<file path="config.mk">
export PLATFORM = sky130hd
export DESIGN_NAME = pic_ctrl
export DESIGN_NICKNAME = d
export VERILOG_FILES = /design/src/rtl/pic_pkg.sv /design/src/rtl/pic_cfg.sv /design/src/rtl/pic_irr.sv /design/src/rtl/pic_prio.sv /design/src/rtl/pic_ctrl.sv
export SDC_FILE = /design/constraint.sdc
export NUM_CORES = 1
export LEC_CHECK = 0
export BUFFER_PORTS_ARGS = -buffer_cell sky130_fd_sc_hd__buf_2
export CAP_MARGIN = 20
export CELL_PAD_IN_SITES_DETAIL_PLACEMENT = 1
export CELL_PAD_IN_SITES_GLOBAL_PLACEMENT = 1
export CORE_MARGIN = 2
export CORE_UTILIZATION = 49
export CTS_BUF_LIST = sky130_fd_sc_hd__clkbuf_4 sky130_fd_sc_hd__clkbuf_8
export CTS_CLUSTER_SIZE = 20
export DETAILED_ROUTE_END_ITERATION = 6
export PLACE_DENSITY_LB_ADDON = 0.3
export SYNTH_ARGS = -nofsm -noshare
export SYNTH_HDL_FRONTEND = slang
export SYNTH_SLANG_ARGS = --single-unit
</file>
<file path="constraint.sdc">
create_clock -name clk -period 7.57 [get_ports clk]
set_clock_uncertainty 0.1 [all_clocks]
set_input_delay 1.514 -clock clk [delete_from_list [all_inputs] [get_ports clk]]
set_output_delay 1.514 -clock clk [all_outputs]
set_load 0.02 [all_outputs]
</file>
<file path="src/rtl/pic_pkg.sv">
package pic_pkg;
  localparam int PIC_LINES = 8;
  localparam int PIC_IDX_W = $clog2(PIC_LINES);
  localparam int PIC_VEC_W = 8;

  typedef enum logic [1:0] {
    CFG_IDLE  = 2'd0,
    CFG_BASE  = 2'd1,
    CFG_EXTRA = 2'd2,
    CFG_RUN   = 2'd3
  } cfg_state_e;

  typedef enum logic [2:0] {
    OP_AROT_OFF = 3'b000,
    OP_NS_EOI   = 3'b001,
    OP_NOP      = 3'b010,
    OP_SP_EOI   = 3'b011,
    OP_AROT_ON  = 3'b100,
    OP_ROT_NS   = 3'b101,
    OP_SET_LOW  = 3'b110,
    OP_ROT_SP   = 3'b111
  } prio_op_e;

  typedef struct packed {
    logic                 valid;
    prio_op_e             op;
    logic [PIC_IDX_W-1:0] lvl;
  } prio_cmd_t;
endpackage

</file>
<file path="src/rtl/pic_cfg.sv">
module pic_cfg
  import pic_pkg::*;
#(
  parameter int N_LINES = PIC_LINES,
  parameter int VEC_W   = PIC_VEC_W,
  localparam int IDX_W  = $clog2(N_LINES),
  localparam int BASE_W = VEC_W - IDX_W
) (
  input  logic               clk,
  input  logic               rst_n,
  input  logic               cs,
  input  logic               wr,
  input  logic               a0,
  input  logic [7:0]         din,
  output logic [N_LINES-1:0] mask,
  output logic [BASE_W-1:0]  vec_base,
  output logic               level_mode,
  output logic               auto_eoi,
  output logic               rot_auto,
  output logic               ready,
  output logic               init_pulse,
  output prio_cmd_t          cmd
);
  cfg_state_e state;
  logic       want_extra;
  logic       wr_en;

  assign wr_en      = cs & wr;
  assign init_pulse = wr_en & ~a0 & din[4];
  assign ready      = (state == CFG_RUN);

  always_comb begin
    cmd.valid = wr_en & ~a0 & (din[4:3] == 2'b00) & ready;
    cmd.op    = prio_op_e'(din[7:5]);
    cmd.lvl   = din[IDX_W-1:0];
  end

  always_ff @(posedge clk or negedge rst_n) begin
    if (!rst_n) begin
      state      <= CFG_IDLE;
      mask       <= '0;
      vec_base   <= '0;
      level_mode <= 1'b0;
      auto_eoi   <= 1'b0;
      rot_auto   <= 1'b0;
      want_extra <= 1'b0;
    end else if (init_pulse) begin
      state      <= CFG_BASE;
      level_mode <= din[3];
      want_extra <= din[0];
      mask       <= '0;
      auto_eoi   <= 1'b0;
      rot_auto   <= 1'b0;
    end else if (wr_en) begin
      case (state)
        CFG_BASE: if (a0) begin
          vec_base <= din[7:IDX_W];
          state    <= want_extra ? CFG_EXTRA : CFG_RUN;
        end
        CFG_EXTRA: if (a0) begin
          auto_eoi <= din[1];
          state    <= CFG_RUN;
        end
        CFG_RUN: begin
          if (a0) begin
            mask <= din[N_LINES-1:0];
          end else if (cmd.valid) begin
            if (cmd.op == OP_AROT_ON)  rot_auto <= 1'b1;
            if (cmd.op == OP_AROT_OFF) rot_auto <= 1'b0;
          end
        end
        default: ;
      endcase
    end
  end
endmodule

</file>
<file path="src/rtl/pic_irr.sv">
module pic_irr #(
  parameter int N_LINES = pic_pkg::PIC_LINES
) (
  input  logic               clk,
  input  logic               rst_n,
  input  logic [N_LINES-1:0] irq,
  input  logic               level_mode,
  input  logic               flush,
  input  logic [N_LINES-1:0] take_clr,
  output logic [N_LINES-1:0] irr
);
  logic [N_LINES-1:0] irq_q;
  logic [N_LINES-1:0] rise;

  assign rise = irq & ~irq_q;

  always_ff @(posedge clk or negedge rst_n) begin
    if (!rst_n) begin
      irq_q <= '0;
      irr   <= '0;
    end else begin
      irq_q <= irq;
      if (flush)           irr <= '0;
      else if (level_mode) irr <= irq & ~take_clr;
      else                 irr <= (irr | rise) & ~take_clr;
    end
  end
endmodule

</file>
<file path="src/rtl/pic_prio.sv">
module pic_prio #(
  parameter int N_LINES = pic_pkg::PIC_LINES,
  localparam int IDX_W  = $clog2(N_LINES)
) (
  input  logic [N_LINES-1:0] req,
  input  logic [IDX_W-1:0]   low,
  output logic               hit,
  output logic [IDX_W-1:0]   idx
);
  always_comb begin
    logic [IDX_W-1:0] pos;
    hit = 1'b0;
    idx = '0;
    pos = '0;
    for (int k = N_LINES; k >= 1; k--) begin
      pos = IDX_W'(int'(low) + k);
      if (req[pos]) begin
        hit = 1'b1;
        idx = pos;
      end
    end
  end
endmodule

</file>
<file path="src/rtl/pic_ctrl.sv">
module pic_ctrl
  import pic_pkg::*;
#(
  parameter int N_LINES = PIC_LINES,
  parameter int VEC_W   = PIC_VEC_W,
  localparam int IDX_W  = $clog2(N_LINES),
  localparam int BASE_W = VEC_W - IDX_W
) (
  input  logic               clk,
  input  logic               rst_n,
  input  logic               bus_cs,
  input  logic               bus_wr,
  input  logic               bus_a0,
  input  logic [7:0]         bus_wdata,
  input  logic [N_LINES-1:0] irq_in,
  output logic               cpu_int,
  input  logic               cpu_ack,
  output logic               vec_valid,
  output logic [VEC_W-1:0]   vec_data
);
  logic [N_LINES-1:0] mask, irr, isr, pending, take_clr, eoi_clr, isr_set;
  logic [BASE_W-1:0]  vec_base;
  logic               level_mode, auto_eoi, rot_auto, ready, init_pulse;
  prio_cmd_t          cmd;
  logic [IDX_W-1:0]   low, low_n, p_idx, s_idx, p_rank, s_rank;
  logic               p_hit, s_hit, take;

  pic_cfg #(.N_LINES(N_LINES), .VEC_W(VEC_W)) u_cfg (
    .clk(clk), .rst_n(rst_n), .cs(bus_cs), .wr(bus_wr), .a0(bus_a0),
    .din(bus_wdata), .mask(mask), .vec_base(vec_base),
    .level_mode(level_mode), .auto_eoi(auto_eoi), .rot_auto(rot_auto),
    .ready(ready), .init_pulse(init_pulse), .cmd(cmd)
  );

  pic_irr #(.N_LINES(N_LINES)) u_irr (
    .clk(clk), .rst_n(rst_n), .irq(irq_in), .level_mode(level_mode),
    .flush(init_pulse), .take_clr(take_clr), .irr(irr)
  );

  assign pending = irr & ~mask;

  pic_prio #(.N_LINES(N_LINES)) u_pend_res (
    .req(pending), .low(low), .hit(p_hit), .idx(p_idx)
  );

  pic_prio #(.N_LINES(N_LINES)) u_serv_res (
    .req(isr), .low(low), .hit(s_hit), .idx(s_idx)
  );

  // rank 0 is the level right after the lowest one
  assign p_rank  = p_idx - low - IDX_W'(1);
  assign s_rank  = s_idx - low - IDX_W'(1);
  assign cpu_int = ready & p_hit & (~s_hit | (p_rank < s_rank));
  assign take    = cpu_ack & cpu_int;

  assign take_clr = take ? (N_LINES'(1) << p_idx) : '0;
  assign isr_set  = (take && !auto_eoi) ? (N_LINES'(1) << p_idx) : '0;

  always_comb begin
    eoi_clr = '0;
    low_n   = low;
    if (cmd.valid) begin
      case (cmd.op)
        OP_NS_EOI: if (s_hit) eoi_clr = N_LINES'(1) << s_idx;
        OP_ROT_NS: if (s_hit) begin
          eoi_clr = N_LINES'(1) << s_idx;
          low_n   = s_idx;
        end
        OP_SP_EOI: eoi_clr = N_LINES'(1) << cmd.lvl;
        OP_ROT_SP: begin
          eoi_clr = N_LINES'(1) << cmd.lvl;
          low_n   = cmd.lvl;
        end
        OP_SET_LOW: low_n = cmd.lvl;
        default: ;
      endcase
    end
    if (take && auto_eoi && rot_auto) low_n = p_idx;
  end

  always_ff @(posedge clk or negedge rst_n) begin
    if (!rst_n) begin
      isr       <= '0;
      low       <= IDX_W'(N_LINES - 1);
      vec_valid <= 1'b0;
      vec_data  <= '0;
    end else if (init_pulse) begin
      isr       <= '0;
      low       <= IDX_W'(N_LINES - 1);
      vec_valid <= 1'b0;
    end else begin
      isr       <= (isr & ~eoi_clr) | isr_set;
      low       <= low_n;
      vec_valid <= cpu_ack;
      if (cpu_ack) vec_data <= take ? {vec_base, p_idx} : {vec_base, {IDX_W{1'b1}}};
    end
  end
endmodule

</file>
==> metrics, run 1 <==
detailed-route vias per instance=approximately 6.8; fraction of layout cells with a size suffix above 1=between 20% and 30%; Mapped Area=around 4500 sq um; drt wl/cell=~24 um; Final HPWL DP=between 10 and 15 mm; fin. max-slew vios=0; CP Launch Point=low[1]; # DRC=0; status=finished clean; IO Count=32; first-pass GRT wire length=between 20 and 25 mm; CP Launch Type=flop; Routability Congestion=between 0.9 and 1; Tcrit/Tclk final=between 90% and 100%; post-cts resize count=0; Worst Path Arrival=roughly 5.3 ns; FFs w/ async S/R, synth=between 90% and 100%; worst-case clock buffer depth=2; critical path peak fanout=16; Die W=about 100 um; postcts setup bufs=0; antenna-violating nets left=0; Post-Synth Simple-Gate Area=between 20% and 30%; Final setup viols=0; post-synthesis compound-gate area fraction=~20%; flops & latches, synth=55; port buffer count=31; mux cell area share after synthesis=19.4%; synth-to-layout area growth=7.63%; P_leak=roughly 0.0021 uW; Total Negative Setup Slacks=0 ns; clock root buffer=clkbuf_8; area of the multi-input gates=2890 sq um; clk_lat worst skew=~0.32 ns; Worst slew margin=between 40 and 50%; reg2reg path depth=20; hold-fix buffers at CTS=0; crit path capture type=primary output; syn_area_per_cell=9.49 sq um; post-synthesis adder-cell area fraction=2.57%; FF/Latch Area=1380 sq um; DRT Pass-1 Iters=5; Yosys cell types=75; final setup margin=0.661 ns; unrepaired setup endpoints after global routing=no; Main synth FF type=dfrtp_1; syn_nets=502; TritonCTS clock tree=yes; CTS buffer count=5; final wirelength=between 10 and 15 mm; Post-synth EDFFs=0; required time of the critical path=slightly below 6 ns; Via Count=4095; total core area=roughly 8800 sq um; worst hold slack=around 0.39 ns; Gate Count Post-Synth=around 470; Tmin final=about 6.9 ns; Initial Util=50.9%; critical path class=flop to primary output; peak supply drop=approximately 0.18 mV; htree depth=2; Post-Synth XOR/XNOR Area=1.93%; pre-CTS setup slack=about 1.1 ns; final core utilization=around 55%; maxcap violations=0; Final Hold Vio Count=0; clock slew at reported path FFs=about 0.11 ns; # nets final=around 530; synth warn=0; reg2reg end=u_irr.irr[3]; PwrDens=between 400 and 500 nW/um^2; Critical Path Sink=cpu_int; number of global-route vias before repair=approximately 4400; standard-cell rows=34; initial drt markers=between 200 and 250; initial antenna violation count=0; Max Fclk=approximately 140 MHz; worst-margin pin slew=a little over 0.8 ns; CTS sink cnt=55; Hold Crit Class=flop to flop; all-layer global routing usage=roughly 30%; grt total ovfl=0; Critical R2R Launch=low[1]; fillers=1018; ANT cells=0; overall die height=99.6 um; die area=slightly below 10000 sq um; R2R Setup Slk=1.84 ns; largest net degree at the start of global routing=56; largest family of logic cells by synthesized area=simple AND/OR/NAND/NOR gates; sequential fraction of the synthesis area=between 30 and 40%
[worst min path at each step]
stage	from	to	slack, ns	cells after the start
CTS	vec_data[1]	vec_data[1]	0.40	2
global route	u_cfg.want_extra	u_cfg.want_extra	0.43	2
detailed placement	vec_data[1]	vec_data[1]	0.36	2
floorplan	u_cfg.want_extra	u_cfg.want_extra	0.35	2
global placement	vec_data[1]	vec_data[1]	0.35	2
finish	vec_data[1]	vec_data[1]	0.39	2
[sequential cells by signal, indices dropped and copies added (netlist names)]
name              cells
isr                   8
u_cfg.mask            8
u_irr.irq_q           8
u_irr.irr             8
vec_data              8
u_cfg.vec_base        5
low                   3
u_cfg.state           2
u_cfg.auto_eoi        1
u_cfg.level_mode      1
u_cfg.rot_auto        1
u_cfg.want_extra      1
vec_valid             1
[cells in the final DEF, fill, tap and decap left out, types with 4 or more instances in the layout]
cell,n
o21ai_0,21
buf_2,31
buf_4,9
nand3_1,20
inv_1,19
a2bb2oi_1,4
a31oi_1,8
xor2_1,4
nor2b_1,11
nand3b_1,4
o22a_1,4
clkbuf_8,5
mux4_2,19
a221oi_1,14
mux2_2,13
nor2_1,36
a32o_1,6
xnor2_1,4
nand2_1,51
a21oi_1,16
a211oi_1,4
nor3_1,4
dfrtp_1,52
nand2b_1,17
ha_1,6
mux2i_1,27
nor3b_1,5
a31o_2,4
a21o_1,4
[per-layer routing]
| layer | track usage (%) | share of wire [%] | vias to the layer above |
|---|---|---|---|
| met5 | 0 | 0 | - |
| met4 | 11.3 | 2.9 | 0 |
| met3 | 3.51 | 4.9 | 32 |
| met2 | 51.3 | 50 | 165 |
| met1 | 39.7 | 42 | 2084 |
| li1 | - | - | 1814 |
[critical path: stages (launching register included)]
cell and delay, ns:
dfstp_2 0.54, inv_1 0.05, ha_1 0.69, mux4_2 0.67, nand2_1 0.11, nand2_1 0.10
o21ai_0 0.11, a31oi_1 0.13, o311ai_2 0.40, inv_2 0.15, ha_1 0.22, fa_1 0.37
xor2_1 0.16, xnor2_1 0.20, ha_1 0.27, a21oi_1 0.13, o21bai_1 0.12, nand2b_1 0.21
inv_1 0.14, buf_2 0.20
[cell usage after synthesis, types with 7 or more instances]
cell | count | area, sq um
a21oi_1 | 16 | 80.1
a221oi_1 | 14 | 123
a31oi_1 | 8 | 50.1
buf_2 | 7 | 35.0
clkbuf_1 | 12 | 45.0
dfrtp_1 | 52 | 1300
inv_1 | 19 | 71.3
mux2_2 | 13 | 146
mux2i_1 | 27 | 270
mux4_2 | 19 | 428
nand2_1 | 51 | 191
nand2b_1 | 17 | 106
nand3_1 | 20 | 100
nor2_1 | 36 | 135
nor2b_1 | 11 | 68.8
o21ai_0 | 21 | 105
[power breakdown]
group	internal, uW	total (uW)	switching, uW
sequential	387	473	86.7
combinational	548	1390	844
clock	98.7	199	99.8
total	1030	2060	1030
[through the flow]
| stage | power, uW | std cells | instance area, sq um |
|---|---|---|---|
| final | 2060 | 604 | 4820 |
| after global routing | 2190 | 604 | 4820 |
| after CTS | 2040 | 604 | 4820 |
| after detailed placement | 1830 | 596 | 4710 |
| after global placement | 1760 | 596 | 4710 |
| after floorplan | 1450 | 472 | 4480 |
[cell families after synthesis]
kind of cell,after synthesis
AO/OA/AOI/OAI,120
XOR/XNOR,9
adder cells (fa/ha/maj),8
buffers and inverters,46
flip-flops,55
multiplexers,60
AND/OR/NAND/NOR,174
[layout make-up]
class / instances / share of cell area (%)
Clock buffer: 5 / 1.43
Clock inverter: 3 / 0.909
Tap cell: 108 / 2.80
Inverter: 22 / 1.71
Sequential cell: 55 / 28.6
Multi-Input combinational cell: 371 / 59.9
Timing Repair Buffer: 40 / 4.62
No activity file was read; power rests on OpenSTA's default activity.
==> run 2, diff against run 1 <==
--- a/config.mk
+++ b/config.mk
@@ -5,16 +5,18 @@
 export SDC_FILE = /design/constraint.sdc
 export NUM_CORES = 1
 export LEC_CHECK = 0
+export ABC_AREA = 1
 export BUFFER_PORTS_ARGS = -buffer_cell sky130_fd_sc_hd__buf_2
 export CAP_MARGIN = 20
 export CELL_PAD_IN_SITES_DETAIL_PLACEMENT = 1
 export CELL_PAD_IN_SITES_GLOBAL_PLACEMENT = 1
 export CORE_MARGIN = 2
-export CORE_UTILIZATION = 49
+export CORE_UTILIZATION = 45
 export CTS_BUF_LIST = sky130_fd_sc_hd__clkbuf_4 sky130_fd_sc_hd__clkbuf_8
 export CTS_CLUSTER_SIZE = 20
 export DETAILED_ROUTE_END_ITERATION = 6
 export PLACE_DENSITY_LB_ADDON = 0.3
+export SKIP_LAST_GASP = 1
 export SYNTH_ARGS = -nofsm -noshare
 export SYNTH_HDL_FRONTEND = slang
 export SYNTH_SLANG_ARGS = --single-unit
==> run 2 against run 1 <==
Die area is 1.8% lower. Final cell count is 19% higher. First-iteration DRC count rose by 14%. Sequential share of layout area rose by 3.4 points. Global-route usage down 3.4 points. Area after synthesis down 9.9%. Non-clock buffer count is 7 lower. Cell area decreased by 11%. Register-to-register slack better by 0.02 ns. Setup slack worse by 0.11 ns. Critical path depth is 3 higher. Core utilization shrank 5.3 points.
==> metrics, run 2 <==
status=finished clean; Mapped Area=about 4000 sq um; Yosys cell types=48; first-pass GRT wire length=between 20 and 25 mm; reg2reg path depth=26; required time of the critical path=around 6.0 ns; clock root buffer=clkbuf_8; CTS buffer count=5; # DRC=0; final wirelength=~13 mm; DRT Pass-1 Iters=5; hold-fix buffers at CTS=0; flops & latches, synth=55; Final setup viols=0; synth-to-layout area growth=6.76%; worst-margin pin slew=a little over 0.9 ns; Via Count=between 4000 and 5000; overall die height=~99 um; Routability Congestion=between 0.8 and 0.9; IO Count=32; Gate Count Post-Synth=between 500 and 600; initial drt markers=~260; Max Fclk=between 100 and 150 MHz; Post-synth top cells=nand2_1 (195), nand3_1 (82), inv_1 (62); synth warn=0; worst-case clock buffer depth=2; Tmin final=approximately 7 ns; fin. max-slew vios=0; unrepaired setup endpoints after global routing=no; grt total ovfl=0; Tcrit/Tclk final=between 90 and 100%; Hold Crit Class=flop to flop; standard-cell rows=34; syn_area_per_cell=roughly 7 sq um; clk_lat worst skew=about 0.32 ns; Initial Util=between 40% and 50%; top cell type's share of synthesized area=32.2%; all-layer global routing usage=between 20% and 30%; drt wl/cell=~17 um; Worst slew margin=between 30 and 40%; Die W=98.7 um; area of the multi-input gates=~2300 sq um; htree depth=2; Synth area leaders=dfrtp_1 (32%), nand2_1 (18%), nand3_1 (10%); antenna-violating nets left=0; cell with the most instances after synthesis=nand2_1; clock slew at reported path FFs=0.11 ns; CP Launch Type=flop; CTS sink cnt=55; ANT cells=0; fillers=between 1000 and 1500; number of global-route vias before repair=around 4200; fraction of layout cells with a size suffix above 1=14.1%; Final Hold Vio Count=0; Worst Hold Depth=2; Worst Path Arrival=5.41 ns; critical path peak fanout=18; sequential fraction of the synthesis area=approximately a third; Main synth FF type=dfrtp_1; FF/Latch Area=between 1000 and 1500 sq um; Synth area leader=dfrtp_1; TritonCTS clock tree=yes; Total Negative Setup Slacks=0 ns; maxcap violations=0; initial antenna violation count=0; largest net degree at the start of global routing=between 40 and 50; Final HPWL DP=9.82 mm; FFs w/ async S/R, synth=100%; port buffer count=31; most frequent cells in the layout=nand2_1 (195), nand3_1 (82), inv_1 (62), dfrtp_1 (52), nor2_1 (36); commonest non-fill, non-tap cell in the layout=nand2_1; crit path capture type=primary output; syn_nets=roughly 620; total core area=between 8000 and 9000 sq um; detailed-route vias per instance=between 5 and 6; critical path class=flop to primary output; # nets final=640; Post-synth EDFFs=0; postcts setup bufs=0; die area=approximately 9700 sq um
-- run 2: cell types whose count changed in the layout (fill, tap and decap cells not counted), moves of 11 or more --
cell and change:
inv_1 +43, nor2b_1 -11, a221oi_1 -14, nand2_2 +11, mux2_2 -13, a21oi_1 +14, mux2i_1 -27, nand3_1 +62
nand2b_1 -17, nand2_1 +144, mux4_2 -19
-- run 2: area by class of cell --
type                       instances  share of cell area [%]
multi-input combinational        445                    52.5
tap                              108                    3.14
clock inverter                     3                   0.552
sequential                        55                    32.0
clock buffer                       5                    1.60
timing repair buffer              33                    3.95
inverter                          70                    6.21
-- run 2: cell families after synthesis --
family / after synthesis / share of synthesized area, %
and+or+nand+nor: 351 / 39.2
AOI/OAI and AO/OA: 79 / 12.0
xor gates and xnor gates: 7 / 1.98
DFF: 55 / 34.2
buffers and inverters: 88 / 9.79
adders and majority gates: 8 / 2.85
-- run 2: timing repair --
item	4_1_cts	5_1_grt
endpoints found under the hold margin	0	0
gates resized for setup	0	1
endpoints found under the setup margin	0	1
-- run 2: per-layer routing --
layer | vias to the layer above | track usage [%] | part of all wire (%)
met5 | - | 0 | 0
met4 | 0 | 5.37 | 1.3
met3 | 15 | 2.41 | 4.2
met2 | 93 | 45.2 | 48
met1 | 1954 | 37.8 | 46
li1 | 1955 | - | -
-- run 2: through the flow --
stage               cell area [sq um]  utilization (%)  hold slack, ns  worst slack [ns]  cells
finish                           4310             49.4           0.387             0.548    719
global route                     4310             49.4           0.414             0.208    719
CTS                              4310             49.4           0.392             0.427    719
detailed placement               4210             48.3           0.366             0.819    711
global placement                 4210             48.2           0.357              1.05    710
floorplan                        4040                -           0.342              2.02    588
-- run 2: final timing paths --
| path | start | endpoint | slack, ns |
|---|---|---|---|
| min in group asynchronous | rst_n | u_irr.irq_q[3] | 0.97 |
| setup / recovery | low[1] | cpu_int | 0.55 |
| setup reg to reg | low[1] | low[0] | 1.86 |
| hold reg to reg | u_cfg.vec_base[1] | vec_data[4] | 0.39 |
| hold / removal | u_cfg.vec_base[1] | vec_data[4] | 0.39 |
| max in group asynchronous | rst_n | low[1] | 5.54 |
-- run 2: critical path: stages (launching register included) --
cell     delay [ns]
dfstp_2        0.78
inv_1          0.39
ha_2           0.64
inv_1          0.27
nand2_1        0.16
nand3_1        0.11
nand2_1        0.16
inv_1          0.08
a21oi_1        0.15
o21ai_0        0.10
nand3_1        0.11
nand2_2        0.16
ha_1           0.24
fa_1           0.38
xnor2_1        0.15
xor2_1         0.19
ha_1           0.35
a21oi_1        0.16
nand2_1        0.11
o21ai_4        0.09
nand2_1        0.09
inv_1          0.06
buf_2          0.15
Power of run 2 is not shown: default switching activity piles up to over one toggle a cycle in this logic, so the estimate is an artifact.
